==> config.mk <==
export PLATFORM = sky130hd
export DESIGN_NAME = qis_top
export DESIGN_NICKNAME = d
export VERILOG_FILES = /design/src/rtl/qis_pkg.sv /design/src/rtl/qis_cond_sel.sv /design/src/rtl/qis_latch_bank.sv /design/src/rtl/qis_regfile.sv /design/src/rtl/qis_top.sv
export SDC_FILE = /design/constraint.sdc
export NUM_CORES = 1
export LEC_CHECK = 0
export BUFFER_PORTS_ARGS = -buffer_cell sky130_fd_sc_hd__buf_2
export CORE_ASPECT_RATIO = 1.1
export CORE_UTILIZATION = 54
export CTS_CLUSTER_DIAMETER = 120
export DETAILED_ROUTE_END_ITERATION = 12
export GPL_TIMING_DRIVEN = 0
export PLACE_DENSITY = 0.81
export SLEW_MARGIN = 10
export SYNTH_ARGS = -nofsm -noshare
export SYNTH_HDL_FRONTEND = slang
export SYNTH_SLANG_ARGS = --single-unit
==> constraint.sdc <==
create_clock -name clk -period 1.6 [get_ports clk]
set_input_delay 0.16 -clock clk [delete_from_list [all_inputs] [get_ports clk]]
set_output_delay 0.16 -clock clk [all_outputs]
set_load 0.02 [all_outputs]
==> src/rtl/qis_pkg.sv <==
package qis_pkg;

    // Flag index selected by source code bits [1:0]
    typedef enum logic [1:0] {
        FLG_EMPTY      = 2'd0,
        FLG_NEAR_EMPTY = 2'd1,
        FLG_NEAR_FULL  = 2'd2,
        FLG_FULL       = 2'd3
    } flag_sel_e;

    // Fixed code for the upper half: nearly-empty, inverted
    localparam logic [2:0] CODE_NOT_NEAR_EMPTY = 3'b101;

    // Evaluate one queue's interrupt condition from its code and flags
    function automatic logic qis_eval(input logic [2:0] code,
                                      input logic e, input logic ne,
                                      input logic nf, input logic f);
        logic picked;
        case (flag_sel_e'(code[1:0]))
            FLG_EMPTY:      picked = e;
            FLG_NEAR_EMPTY: picked = ne;
            FLG_NEAR_FULL:  picked = nf;
            default:        picked = f;
        endcase
        return picked ^ code[2];
    endfunction

endpackage

==> src/rtl/qis_cond_sel.sv <==
module qis_cond_sel
    import qis_pkg::*;
#(
    parameter int         NQ         = 32,
    parameter int         FIELD_W    = 4,
    parameter bit         PROG       = 1'b1,
    parameter logic [2:0] FIXED_CODE = CODE_NOT_NEAR_EMPTY
) (
    input  logic [NQ*FIELD_W-1:0] src_i,
    input  logic [NQ-1:0]         empty_i,
    input  logic [NQ-1:0]         near_empty_i,
    input  logic [NQ-1:0]         near_full_i,
    input  logic [NQ-1:0]         full_i,
    output logic [NQ-1:0]         cond_o
);

    generate
        if (PROG) begin : g_prog
            for (genvar q = 0; q < NQ; q++) begin : g_q
                logic [2:0] code;
                assign code      = src_i[q*FIELD_W +: 3];
                assign cond_o[q] = qis_eval(code, empty_i[q], near_empty_i[q],
                                            near_full_i[q], full_i[q]);
            end
        end else begin : g_fixed
            logic unused_src;
            assign unused_src = ^src_i;
            for (genvar q = 0; q < NQ; q++) begin : g_q
                assign cond_o[q] = qis_eval(FIXED_CODE, empty_i[q], near_empty_i[q],
                                            near_full_i[q], full_i[q]);
            end
        end
    endgenerate

endmodule

==> src/rtl/qis_latch_bank.sv <==
module qis_latch_bank #(
    parameter int W = 32
) (
    input  logic         clk,
    input  logic         rst_n,
    input  logic [W-1:0] cond_i,
    input  logic         clr_we_i,
    input  logic [W-1:0] clr_mask_i,
    output logic [W-1:0] set_o,
    output logic [W-1:0] stat_o
);

    typedef struct packed {
        logic [W-1:0] prev;
        logic [W-1:0] stat;
    } bank_t;

    bank_t s_d, s_q;

    always_comb begin
        logic [W-1:0] clr;
        s_d      = s_q;
        set_o    = cond_i & ~s_q.prev;
        clr      = clr_we_i ? clr_mask_i : '0;
        s_d.prev = cond_i;
        // a new edge overrides a same-cycle clear
        s_d.stat = (s_q.stat & ~clr) | set_o;
    end

    always_ff @(posedge clk or negedge rst_n) begin
        if (!rst_n) s_q <= '0;
        else        s_q <= s_d;
    end

    assign stat_o = s_q.stat;

endmodule

==> src/rtl/qis_regfile.sv <==
module qis_regfile #(
    parameter int DATA_W  = 32,
    parameter int FIELD_W = 4,
    parameter int NQ      = 32,
    parameter int ADDR_W  = 3
) (
    input  logic                      clk,
    input  logic                      rst_n,
    input  logic                      wr_i,
    input  logic [ADDR_W-1:0]         addr_i,
    input  logic [DATA_W-1:0]         wdata_i,
    input  logic [DATA_W-1:0]         stat_lo_i,
    input  logic [DATA_W-1:0]         stat_hi_i,
    output logic [DATA_W-1:0]         rdata_o,
    output logic [NQ*FIELD_W-1:0]     src_o,
    output logic [DATA_W-1:0]         en_lo_o,
    output logic [DATA_W-1:0]         en_hi_o,
    output logic                      clr_lo_o,
    output logic                      clr_hi_o
);

    localparam int SRC_WORDS = NQ * FIELD_W / DATA_W;
    localparam int SW_W      = (SRC_WORDS > 1) ? $clog2(SRC_WORDS) : 1;
    localparam logic [ADDR_W-1:0] EN_LO_A   = ADDR_W'(SRC_WORDS);
    localparam logic [ADDR_W-1:0] EN_HI_A   = ADDR_W'(SRC_WORDS + 1);
    localparam logic [ADDR_W-1:0] STAT_LO_A = ADDR_W'(SRC_WORDS + 2);
    localparam logic [ADDR_W-1:0] STAT_HI_A = ADDR_W'(SRC_WORDS + 3);

    function automatic logic [DATA_W-1:0] legal_mask();
        logic [DATA_W-1:0] m;
        for (int i = 0; i < DATA_W; i++) m[i] = ((i % FIELD_W) != FIELD_W - 1);
        return m;
    endfunction

    localparam logic [DATA_W-1:0] LEGAL = legal_mask();

    typedef struct packed {
        logic [SRC_WORDS-1:0][DATA_W-1:0] src;
        logic [DATA_W-1:0]                en_lo;
        logic [DATA_W-1:0]                en_hi;
    } regs_t;

    regs_t r_d, r_q;
    logic  is_src;

    assign is_src = (addr_i < ADDR_W'(SRC_WORDS));

    always_comb begin
        r_d = r_q;
        if (wr_i) begin
            if (is_src)                  r_d.src[addr_i[SW_W-1:0]] = wdata_i & LEGAL;
            else if (addr_i == EN_LO_A)  r_d.en_lo = wdata_i;
            else if (addr_i == EN_HI_A)  r_d.en_hi = wdata_i;
        end
    end

    always_ff @(posedge clk or negedge rst_n) begin
        if (!rst_n) r_q <= '0;
        else        r_q <= r_d;
    end

    always_comb begin
        rdata_o = '0;
        if (is_src)                     rdata_o = r_q.src[addr_i[SW_W-1:0]];
        else if (addr_i == EN_LO_A)     rdata_o = r_q.en_lo;
        else if (addr_i == EN_HI_A)     rdata_o = r_q.en_hi;
        else if (addr_i == STAT_LO_A)   rdata_o = stat_lo_i;
        else if (addr_i == STAT_HI_A)   rdata_o = stat_hi_i;
    end

    assign src_o    = r_q.src;
    assign en_lo_o  = r_q.en_lo;
    assign en_hi_o  = r_q.en_hi;
    assign clr_lo_o = wr_i && (addr_i == STAT_LO_A);
    assign clr_hi_o = wr_i && (addr_i == STAT_HI_A);

endmodule

==> src/rtl/qis_top.sv <==
module qis_top
    import qis_pkg::*;
#(
    parameter int DATA_W  = 32,
    parameter int FIELD_W = 4,
    parameter int ADDR_W  = 3
) (
    input  logic                clk,
    input  logic                rst_n,
    input  logic [2*DATA_W-1:0] q_empty,
    input  logic [2*DATA_W-1:0] q_near_empty,
    input  logic [2*DATA_W-1:0] q_near_full,
    input  logic [2*DATA_W-1:0] q_full,
    input  logic                reg_wr,
    input  logic [ADDR_W-1:0]   reg_addr,
    input  logic [DATA_W-1:0]   reg_wdata,
    output logic [DATA_W-1:0]   reg_rdata,
    output logic                irq_lo,
    output logic                irq_hi
);

    localparam int HALF_Q = DATA_W;

    logic [HALF_Q*FIELD_W-1:0] src_lo;
    logic [HALF_Q-1:0]         cond_lo, cond_hi;
    logic [DATA_W-1:0]         en_lo, en_hi, stat_lo, stat_hi;
    logic [HALF_Q-1:0]         set_lo, set_hi;
    logic                      clr_lo, clr_hi;

    qis_regfile #(.DATA_W(DATA_W), .FIELD_W(FIELD_W), .NQ(HALF_Q), .ADDR_W(ADDR_W)) u_regs (
        .clk(clk), .rst_n(rst_n), .wr_i(reg_wr), .addr_i(reg_addr), .wdata_i(reg_wdata),
        .stat_lo_i(stat_lo), .stat_hi_i(stat_hi), .rdata_o(reg_rdata), .src_o(src_lo),
        .en_lo_o(en_lo), .en_hi_o(en_hi), .clr_lo_o(clr_lo), .clr_hi_o(clr_hi)
    );

    qis_cond_sel #(.NQ(HALF_Q), .FIELD_W(FIELD_W), .PROG(1'b1)) u_sel_lo (
        .src_i(src_lo),
        .empty_i(q_empty[HALF_Q-1:0]), .near_empty_i(q_near_empty[HALF_Q-1:0]),
        .near_full_i(q_near_full[HALF_Q-1:0]), .full_i(q_full[HALF_Q-1:0]),
        .cond_o(cond_lo)
    );

    qis_cond_sel #(.NQ(HALF_Q), .FIELD_W(FIELD_W), .PROG(1'b0),
                   .FIXED_CODE(CODE_NOT_NEAR_EMPTY)) u_sel_hi (
        .src_i('0),
        .empty_i(q_empty[2*HALF_Q-1:HALF_Q]), .near_empty_i(q_near_empty[2*HALF_Q-1:HALF_Q]),
        .near_full_i(q_near_full[2*HALF_Q-1:HALF_Q]), .full_i(q_full[2*HALF_Q-1:HALF_Q]),
        .cond_o(cond_hi)
    );

    qis_latch_bank #(.W(HALF_Q)) u_bank_lo (
        .clk(clk), .rst_n(rst_n), .cond_i(cond_lo), .clr_we_i(clr_lo),
        .clr_mask_i(reg_wdata), .set_o(set_lo), .stat_o(stat_lo)
    );

    qis_latch_bank #(.W(HALF_Q)) u_bank_hi (
        .clk(clk), .rst_n(rst_n), .cond_i(cond_hi), .clr_we_i(clr_hi),
        .clr_mask_i(reg_wdata), .set_o(set_hi), .stat_o(stat_hi)
    );

    assign irq_lo = |(stat_lo & en_lo);
    assign irq_hi = |(stat_hi & en_hi);

endmodule

After elaboration in Yosys (flattened, before gate mapping)
Cells that the tools add are included.

word-level totals
  input bits = 294
  output and inout bits = 34
  bits in registers = 320
  word-level logic and storage cells = 243

cells by class
  reductions and logical operators = 40
  bitwise gates (word level) = 78
  equality and inequality tests = 68
  multiplexer cells = 44
  order comparisons = 3

operators with widths
  cell                                                               number
  two-way mux 32 bit                                                 9
  AND 32 bit                                                         6
  bitwise mux 128 bit                                                1
  inverter 32 bit                                                    4
  case mux 1 bit (3 select lines)                                    32
  binary-select mux 32 bit (select 2 bit)                            1
  demux 32 bit (select 2 bit)                                        1
  == test 2 x 1 -> 1 bit, second input constant                      32
  == test 2 bit, second input constant                               32
  logical NOT 2 bit                                                  32
  bitwise OR 32 bit                                                  2
  OR reduction 32 bit                                                2
  inverter 1 bit                                                     34
  bitwise XOR 1 bit                                                  32
  == test 3 bit, second input constant                               4
  AND reduction 4 bit                                                1
  logical AND 1 bit                                                  3
  less-than comparator 2 x 3 -> 1 bit, second input constant         1
  less-than comparator 3 bit, second input constant                  1
  AND reduction 3 bit                                                1
  greater-or-equal comparator 2 x 1 -> 1 bit, second input constant  1
  AND reduction 2 bit                                                1

Longest topological paths before layout
Gate-level depths: netlist (run 1).

  depth after elaboration = 6
  gate-level depth with buffers = 7

Modules after synthesis
A second synthesis (run 1) with hierarchy kept.

second synthesis, totals
  cell total of the unflattened synthesis = 1015
  area total of the unflattened synthesis = 14495.2 um^2

by module, submodules not included
  module                    sequential area each (um^2)  cells an instance  area an instance (um^2)  times used
  qis_regfile               4003.8                       486                8182.8                   1
  qis_latch_bank            1601.5                       195                2436.1                   2
  qis_cond_sel at u_sel_lo  0.0                          64                 1001.0                   1
  qis_top                   0.0                          43                 319.1                    1
  qis_cond_sel at u_sel_hi  0.0                          32                 120.1                    1

Least setup slack after synthesis (run 1)
Ideal clock, no wire load.

  kind = input-to-output
  from = input reg_addr[1]
  to = output reg_rdata[28]
  buffers on the path = 3
  data required time = 1.440 ns
  data arrival time = 1.320 ns
  path slack = 0.120 ns
  stages on the path = 5
  path through = buf_4 > buf_4 > buf_2 > mux4_2 > mux2_2

on the way
  longest elaborated chain between the ends = 6
  elaborated cells on any way between the ends = 12
  classes of those cells = 1 x order compare; 4 x eq/ne; 7 x mux

RTL lines
  item                  line               RTL
  start: declaration    qis_top.sv:15      input logic [ADDR_W-1:0] reg_addr,
  == test 3 bit         qis_regfile.sv:68  else if (addr_i == STAT_HI_A) rdata_o = stat_hi_i;
  two-way mux 32 bit    qis_regfile.sv:68
  two-way mux 32 bit    qis_regfile.sv:67  else if (addr_i == STAT_LO_A) rdata_o = stat_lo_i;
  two-way mux 32 bit    qis_regfile.sv:66  else if (addr_i == EN_HI_A) rdata_o = r_q.en_hi;
  two-way mux 32 bit    qis_regfile.sv:65  else if (addr_i == EN_LO_A) rdata_o = r_q.en_lo;
  two-way mux 32 bit *  qis_regfile.sv:64  if (is_src) rdata_o = r_q.src[addr_i[SW_W-1:0]];
  end: declaration      qis_top.sv:17      output logic [DATA_W-1:0] reg_rdata,

Mark *: on every way between the ends. The rest lies on a longest branch, timed or not. The select of a mux whose other input is x is not followed.

Final worst setup path (run 1)
  from = register u_regs.r_q (netlist bit u_regs.en_hi_o[17])
  to = output irq_hi

on the way
  longest elaborated chain between the ends = 2

RTL lines
  item                      line               RTL
  start: declaration        qis_regfile.sv:43  regs_t r_d, r_q;
  start signal: assignment  qis_regfile.sv:59  else r_q <= r_d;
  AND 32 bit                qis_top.sv:62      assign irq_hi = |(stat_hi & en_hi);
  OR reduction 32 bit       qis_top.sv:62
  end: declaration          qis_top.sv:19      output logic irq_hi

Every way passes these cells.

==> results of run 1 <==
metrics by stage:
stage | hold slack (ps) | cell area [um2] | total power [mW] | setup TNS, ps | instances
after floorplan | -135.6 | 13310 | 12.68 | 0 | 977
after global placement | 322.8 | 14840 | 14.41 | -1404160 | 1511
after CTS | 77.55 | 17090 | 22.46 | -15470 | 1657
after detailed placement | 239.7 | 14900 | 14.64 | -22410 | 1513
final | 86.91 | 17370 | 23.02 | -15930 | 1675
after global routing | 93.92 | 17370 | 23.77 | -16520 | 1675
cells by family (layout without fill, tap and decap cells):
group / Yosys count / in the layout / synth area share
muxes: 216 / 216 / 0.2625
and+or+nand+nor: 116 / 116 / 0.04230
xor gates and xnor gates: 32 / 32 / 0.02105
DFF: 288 / 288 / 0.5414
buffers and inverters: 141 / 534 / 0.04850
AOI/OAI and AO/OA: 184 / 184 / 0.08422
worst max-delay path, cell delays in order, from the launching register on:
cell and delay, ps:
dfrtp_1 420, a22oi_2 280, nand4_1 190, or4_4 550, buf_6 150
synth_stat cells:
| master | count |
|---|---|
| buf_1 | 3 |
| nand4b_1 | 2 |
| nand4b_2 | 1 |
| nor3_2 | 1 |
| o2bb2ai_1 | 32 |
| and2_1 | 8 |
| buf_2 | 12 |
| nand4_1 | 8 |
| mux4_1 | 19 |
| buf_6 | 9 |
| or4_1 | 2 |
| nor3b_4 | 2 |
| mux2_2 | 125 |
| nand2_1 | 89 |
| buf_4 | 9 |
| xnor2_1 | 32 |
| and4_1 | 1 |
| nor3_4 | 1 |
| o21ai_0 | 120 |
| mux2_1 | 3 |
| mux4_2 | 69 |
| clkbuf_1 | 12 |
| dfrtp_1 | 288 |
| nand2b_2 | 1 |
| a22oi_1 | 32 |
| inv_1 | 96 |
layout by cell type, fill, tap and decap left out, drive strengths merged, types with 50 or more instances in the layout:
| master | instances |
|---|---|
| o21ai | 120 |
| mux2 | 128 |
| nand2 | 89 |
| mux4 | 88 |
| dfrtp | 288 |
| inv | 97 |
| dlygate4sd3 | 65 |
| buf | 305 |
| clkbuf | 50 |
power by group through the flow:
stage / logic (mW) / clock network (mW) / registers, mW
after floorplan: 3.10 / 0 / 9.59
after global placement: 4.40 / 0 / 10.0
after detailed placement: 4.54 / 0 / 10.1
after CTS: 5.35 / 7.14 / 9.97
after global routing: 6.09 / 7.48 / 10.2
final: 5.76 / 7.18 / 10.1
path summary, 6_finish.rpt:
check	start	end	slack (ps)	depth (start not counted)
max in group asynchronous	rst_n	u_bank_hi.stat_o[17]$_DFF_PN0_	330	3
min reg2reg	u_bank_hi.s_q[37]$_DFF_PN0_	u_bank_hi.stat_o[5]$_DFF_PN0_	420	1
min in group asynchronous	rst_n	u_bank_hi.s_q[56]$_DFF_PN0_	240	2
max	u_regs.en_hi_o[17]$_DFFE_PN0P_	irq_hi	-720	4
max reg2reg	u_regs.src_o[24]$_DFFE_PN0P_	u_bank_lo.stat_o[6]$_DFF_PN0_	0	3
min	q_empty[10]	u_bank_lo.s_q[42]$_DFF_PN0_	90	4
timing repair:
action / in CTS / in global routing
hold endpoints to repair: 310 / 0
hold buffers: 65 / 0
resized for setup: 118 / 38
pin swaps: 6 / 5
setup buffers: 25 / 19
endpoints found under the setup margin: 42 / 40
routing by layer:
metal	vias to the layer above	part of all wire
met5	-	0
met4	0	0.056
met3	149	0.087
met2	676	0.49
met1	5326	0.36
li1	4283	-
registers in the layout (all words and copies together) (netlist names):
| name | cells |
|---|---|
| u_bank_hi.stat_o | 32 |
| u_regs.en_hi_o | 32 |
| u_regs.src_o | 96 |
| u_regs.en_lo_o | 32 |
| u_bank_lo.s_q | 32 |
| u_bank_lo.stat_o | 32 |
| u_bank_hi.s_q | 32 |
final cells by class:
cell class	count	area (um2)
multi-input cells	548	5689
fillers	1505	6553
plain buffers	45	299.0
clock buffers	38	842.1
flip-flops and latches	288	7223
inverters	96	360.3
repair buffers	339	2399
well taps	305	381.6
clock inverters	16	171.4
==> summary.log, run 1 <==
[power_and_ir_drop] switching share of total power 0.2981
[global_routing] Overflow after GRT 0
[clock_network] Reg clk slew, reported paths 60 ps
[clock_network] H-Tree Level Count 1
[timing] crit path time final 2316 ps
[run_status] status finished with violations
[synth] Synth Net Count 1,271
[placement] routability cong. 0.9546
[cells_and_area] number of diodes added for antenna fixing 0
[cells_and_area] Layout area overhead 30.45%
[synth] Yosys top cell by area dfrtp_1
[die] Core Region 0.02392 mm2
[critical_path] worst path required time 1440 ps
[placement] port buffer count 229
[detailed_routing] number of iterations in the first detailed-routing pass 5
[power_and_ir_drop] Clk network pwr share 0.312
[die] I/O pin total 328
[global_routing] peak-usage layer in the global routing report met2
[clock_network] worst skew pair latency 570 ps
[clock_network] clock tree from TritonCTS built
[detailed_routing] number of nets with antenna violations after routing 0
[clock_network] cell chosen for the clock root clkbuf_16
[power_and_ir_drop] worst vdd rail ir drop 752.6 uV
[synth] top-area cell type share of the netlist area 0.5414
[power_and_ir_drop] combinational share of power 0.250
[die] width of the chip 151.7 um
[synth] register bit count reported by yosys 288
[min_path] class of the tightest hold or removal check in2reg
[clock_network] clk sink count 288
[power_and_ir_drop] leakage power of the design 7.823 nW
[cells_and_area] post-route core utilization 0.7260
[power_and_ir_drop] sequential fraction of design power 0.438
[detailed_routing] routed via count 10,430
[global_routing] antenna violations before repair 0
[global_routing] total track usage 0.3431
[placement] pre-CTS worst setup slack -426.6 ps
[global_routing] maximum number of pins on one net before global-route repair 112
[critical_path] Arrival @ worst endpoint 2160 ps
[clock_network] number of buffers created by CTS 30
[timing] maximum clock frequency 431.7 MHz
[timing] final hold violation count 0
[detailed_routing] violation count after the first detailed-route iteration 1,029
[cells_and_area] fraction of final layout cells with drive strength greater than 1 0.4482
[synth] Area contributors post-synth dfrtp_1 54%, mux4_2 12%, mux2_2 11%
[synth] netlist area before placement 0.01331 mm2
[critical_path] Critical Path End Type output pin
[global_routing] GR met2 Demand/Resource 0.5609
[global_routing] number of global-route vias before repair 10,920
[global_routing] met3 demand-to-capacity share in global routing 0.06137
[synth] Distinct cells, synth 26
[run_status] violations in the final reports negative setup slack
[critical_path] kind of start point of the critical path flop
[placement] Detail Placement HPWL 28,410 um
[die] Initial Util 0.5565
[critical_path] Crit Path Category reg2out
[global_routing] wire length of the first global-routing pass 63,610 um
[global_routing] GR Util met1 0.4362
[timing] final count of negative-setup-slack endpoints 35
[cells_and_area] count of nets after finishing 1,642
[timing] setup repair after global routing missed its margin yes
[timing] largest clock skew in the final design 22.91 ps
[detailed_routing] final routed wire length divided by cell count 25.68 um
[timing] Worst Slack Setup Final -716.2 ps
[detailed_routing] detailed-route vias per instance 6.229
[die] total die area 0.02528 mm2
[flow_run] maxcap violations 0
[synth] register area share after synthesis 0.5414
[critical_path] CP max FO 2
[power_and_ir_drop] power density relative to cell area 1326 mW/mm2
[synth] Post-Syn Instances 977
[clock_network] worst-case clock buffer depth 3
[synth] warning count from the yosys run 0
[power_and_ir_drop] NetSw 6.863 mW
[detailed_routing] drt total wl 43,020 um
[timing] fin. max-slew vios 0
[die] count of standard-cell rows 59
[timing] worst-margin pin slew 938.8 ps
[timing] remaining max-slew budget at the tightest pin 0.3741
[timing] final critical-path share of the clock period 1.448
[detailed_routing] DRC Markers 0
[die] Chip Height 166.7 um
[synth] mean post-synth cell area 13.62 um2
[power_and_ir_drop] Int Power 16.16 mW
(Power assumes the default switching activity.)
==> inputs of run 2 (changes only) <==
Settings changed: CORE_ASPECT_RATIO 1.1 to unset, CORE_UTILIZATION 54 to 49, PLACE_DENSITY 0.81 to 0.77.
Clock period 1.6 ns to 2 ns, I/O delays scaled along.
==> summary.log, run 2 (synthesized netlist as in run 1, its figures left out) <==
[run_status] status finished with violations
[run_status] violations in the final reports negative setup slack
[critical_path] Critical Path End Type output pin
[clock_network] clk sink count 288
[cells_and_area] number of diodes added for antenna fixing 0
[clock_network] worst skew pair latency 560 ps
[clock_network] cell chosen for the clock root clkbuf_16
[timing] worst-margin pin slew 904.5 ps
[die] width of the chip 166.8 um
[flow_run] maxcap violations 0
[die] Core Region 0.02635 mm2
[timing] Worst Hold Margin 23.40 ps
[timing] final hold violation count 0
[global_routing] maximum number of pins on one net before global-route repair 114
[global_routing] antenna violations before repair 0
[placement] Detail Placement HPWL 29,210 um
[placement] routability cong. 0.9583
[cells_and_area] post-route core utilization 0.6485
[detailed_routing] violation count after the first detailed-route iteration 1,022
[die] Initial Util 0.5051
[power_and_ir_drop] power density relative to cell area 1048 mW/mm2
[detailed_routing] drt total wl 41,850 um
[global_routing] total track usage 0.3057
[cells_and_area] most frequent cells in the layout 276 x dfrtp_1, 210 x buf_2, 120 x o21ai_0, 101 x mux2_2, 96 x inv_1
[clock_network] worst-case clock buffer depth 3
[placement] port buffer count 229
[detailed_routing] final routed wire length divided by cell count 24.77 um
[min_path] class of the tightest hold or removal check in2reg
[timing] maximum clock frequency 416.9 MHz
[die] I/O pin total 328
[cells_and_area] Filler Cells Inserted 1,906
[timing] final critical-path share of the clock period 1.199
[clock_network] clock tree from TritonCTS built
[critical_path] CP max FO 3
[timing] largest clock skew in the final design 13.85 ps
[global_routing] wire length of the first global-routing pass 63,570 um
[timing] final count of negative-setup-slack endpoints 27
[cells_and_area] most common cell after layout, fill and taps aside dfrtp_1
[critical_path] kind of start point of the critical path flop
[timing] fin. max-slew vios 0
[detailed_routing] number of iterations in the first detailed-routing pass 5
[die] count of standard-cell rows 59
[power_and_ir_drop] worst vdd rail ir drop 740.7 uV
[die] Chip Height 166.8 um
[cells_and_area] Layout area overhead 28.40%
[critical_path] Crit Path Category reg2out
[power_and_ir_drop] leakage power of the design 7.667 nW
[global_routing] number of global-route vias before repair 10,720
[cells_and_area] fraction of final layout cells with drive strength greater than 1 0.4273
[critical_path] worst path required time 1800 ps
[cells_and_area] max reg flops 96
[timing] setup repair after global routing missed its margin yes
[global_routing] Overflow after GRT 0
[die] total die area 0.02783 mm2
[detailed_routing] detailed-route vias per instance 6.020
[timing] crit path time final 2399 ps
[clock_network] H-Tree Level Count 1
[detailed_routing] DRC Markers 0
[detailed_routing] number of nets with antenna violations after routing 0
[critical_path] Arrival @ worst endpoint 2200 ps
[clock_network] Reg clk slew, reported paths 60 ps
[cells_and_area] count of nets after finishing 1,628
[detailed_routing] routed via count 10,170
[timing] remaining max-slew budget at the tightest pin 0.3970
[clock_network] number of buffers created by CTS 29
[timing] Worst Slack Setup Final -398.9 ps
==> run 2: cell count changes in the layout (fill, tap and decap cells not counted), moves of 3 or more <==
| cell | previous run | this run |
|---|---|---|
| buf_4 | 50 | 39 |
| xnor2_1 | 21 | 32 |
| xnor2_2 | 9 | 0 |
| clkbuf_8 | 4 | 11 |
| a22oi_1 | 21 | 25 |
| a22oi_2 | 11 | 7 |
| buf_6 | 44 | 40 |
| and2_1 | 1 | 4 |
| and2_4 | 7 | 4 |
| buf_2 | 207 | 210 |
| clkinv_2 | 8 | 5 |
==> run 2: through the flow <==
stage,setup slack (ps),std cells,instance area [um2],power (mW),setup TNS [ps]
after floorplan,439.9,977,13310,10.15,0
after global placement,-4495,1541,14880,11.57,-1290090
after detailed placement,-100.5,1543,14940,11.77,-963.1
after CTS,-388.6,1681,16950,17.72,-3940
after global routing,-384.8,1690,17090,18.53,-4377
final,-398.9,1690,17090,17.90,-3847
==> run 2: layout make-up <==
type | count | area [um2] | share of cell area
clock buffer | 44 | 892.1 | 0.05220
tap | 335 | 419.2 | 0.02452
timing repair buffer | 326 | 2276 | 0.1332
clock inverter | 8 | 71.32 | 0.004173
buffer | 45 | 294.0 | 0.01720
sequential | 288 | 7222 | 0.4225
inverter | 96 | 360.3 | 0.02108
multi-input combinational | 548 | 5557 | 0.3251
==> run 2: power by group <==
group	switching [mW]	internal [mW]	total (mW)	leakage (nW)
clock	2.31	3.18	5.50	0.480
sequential	1.02	7.03	8.05	3.29
combinational	2.00	2.36	4.36	3.90
==> run 2: worst max-delay path: stages (launching register included) <==
cell     delay, ps
dfrtp_1        460
a22oi_2        300
nand4_1        220
or4_4          500
buf_6          160
==> run 2: worst paths after layout <==
path	end	startpoint	slack [ps]	depth (start not counted)
min	u_bank_hi.stat_o[13]$_DFF_PN0_	reg_wdata[13]	20	3
max	irq_hi	u_regs.en_hi_o[17]$_DFFE_PN0P_	-400	4
max reg2reg	u_bank_lo.stat_o[27]$_DFF_PN0_	u_regs.src_o[108]$_DFFE_PN0P_	200	4
min reg2reg	u_bank_hi.stat_o[19]$_DFF_PN0_	u_bank_hi.s_q[51]$_DFF_PN0_	420	1
max in group asynchronous	u_regs.en_lo_o[14]$_DFFE_PN0P_	rst_n	780	3
min in group asynchronous	u_regs.src_o[125]$_DFFE_PN0P_	rst_n	210	2
==> run 2: what timing repair did <==
item / 4_1_cts / 5_1_grt
setup buffers: 22 / 10
hold endpoints to repair: 239 / 0
pin swaps: 7 / 4
hold buffers: 64 / 0
gates resized for setup: 100 / 27
cloned: 0 / 0
setup endpoints to repair: 30 / 32
==> run 2: per-layer routing <==
metal  GRT usage  wire length (um)  vias to the layer above
met1      0.4053             16360                     5216
met2      0.4886             20020                      591
met4      0.1333              1756                        0
li1            -                 -                     4249
met5           0                 0                        -
met3     0.06535              3726                      117
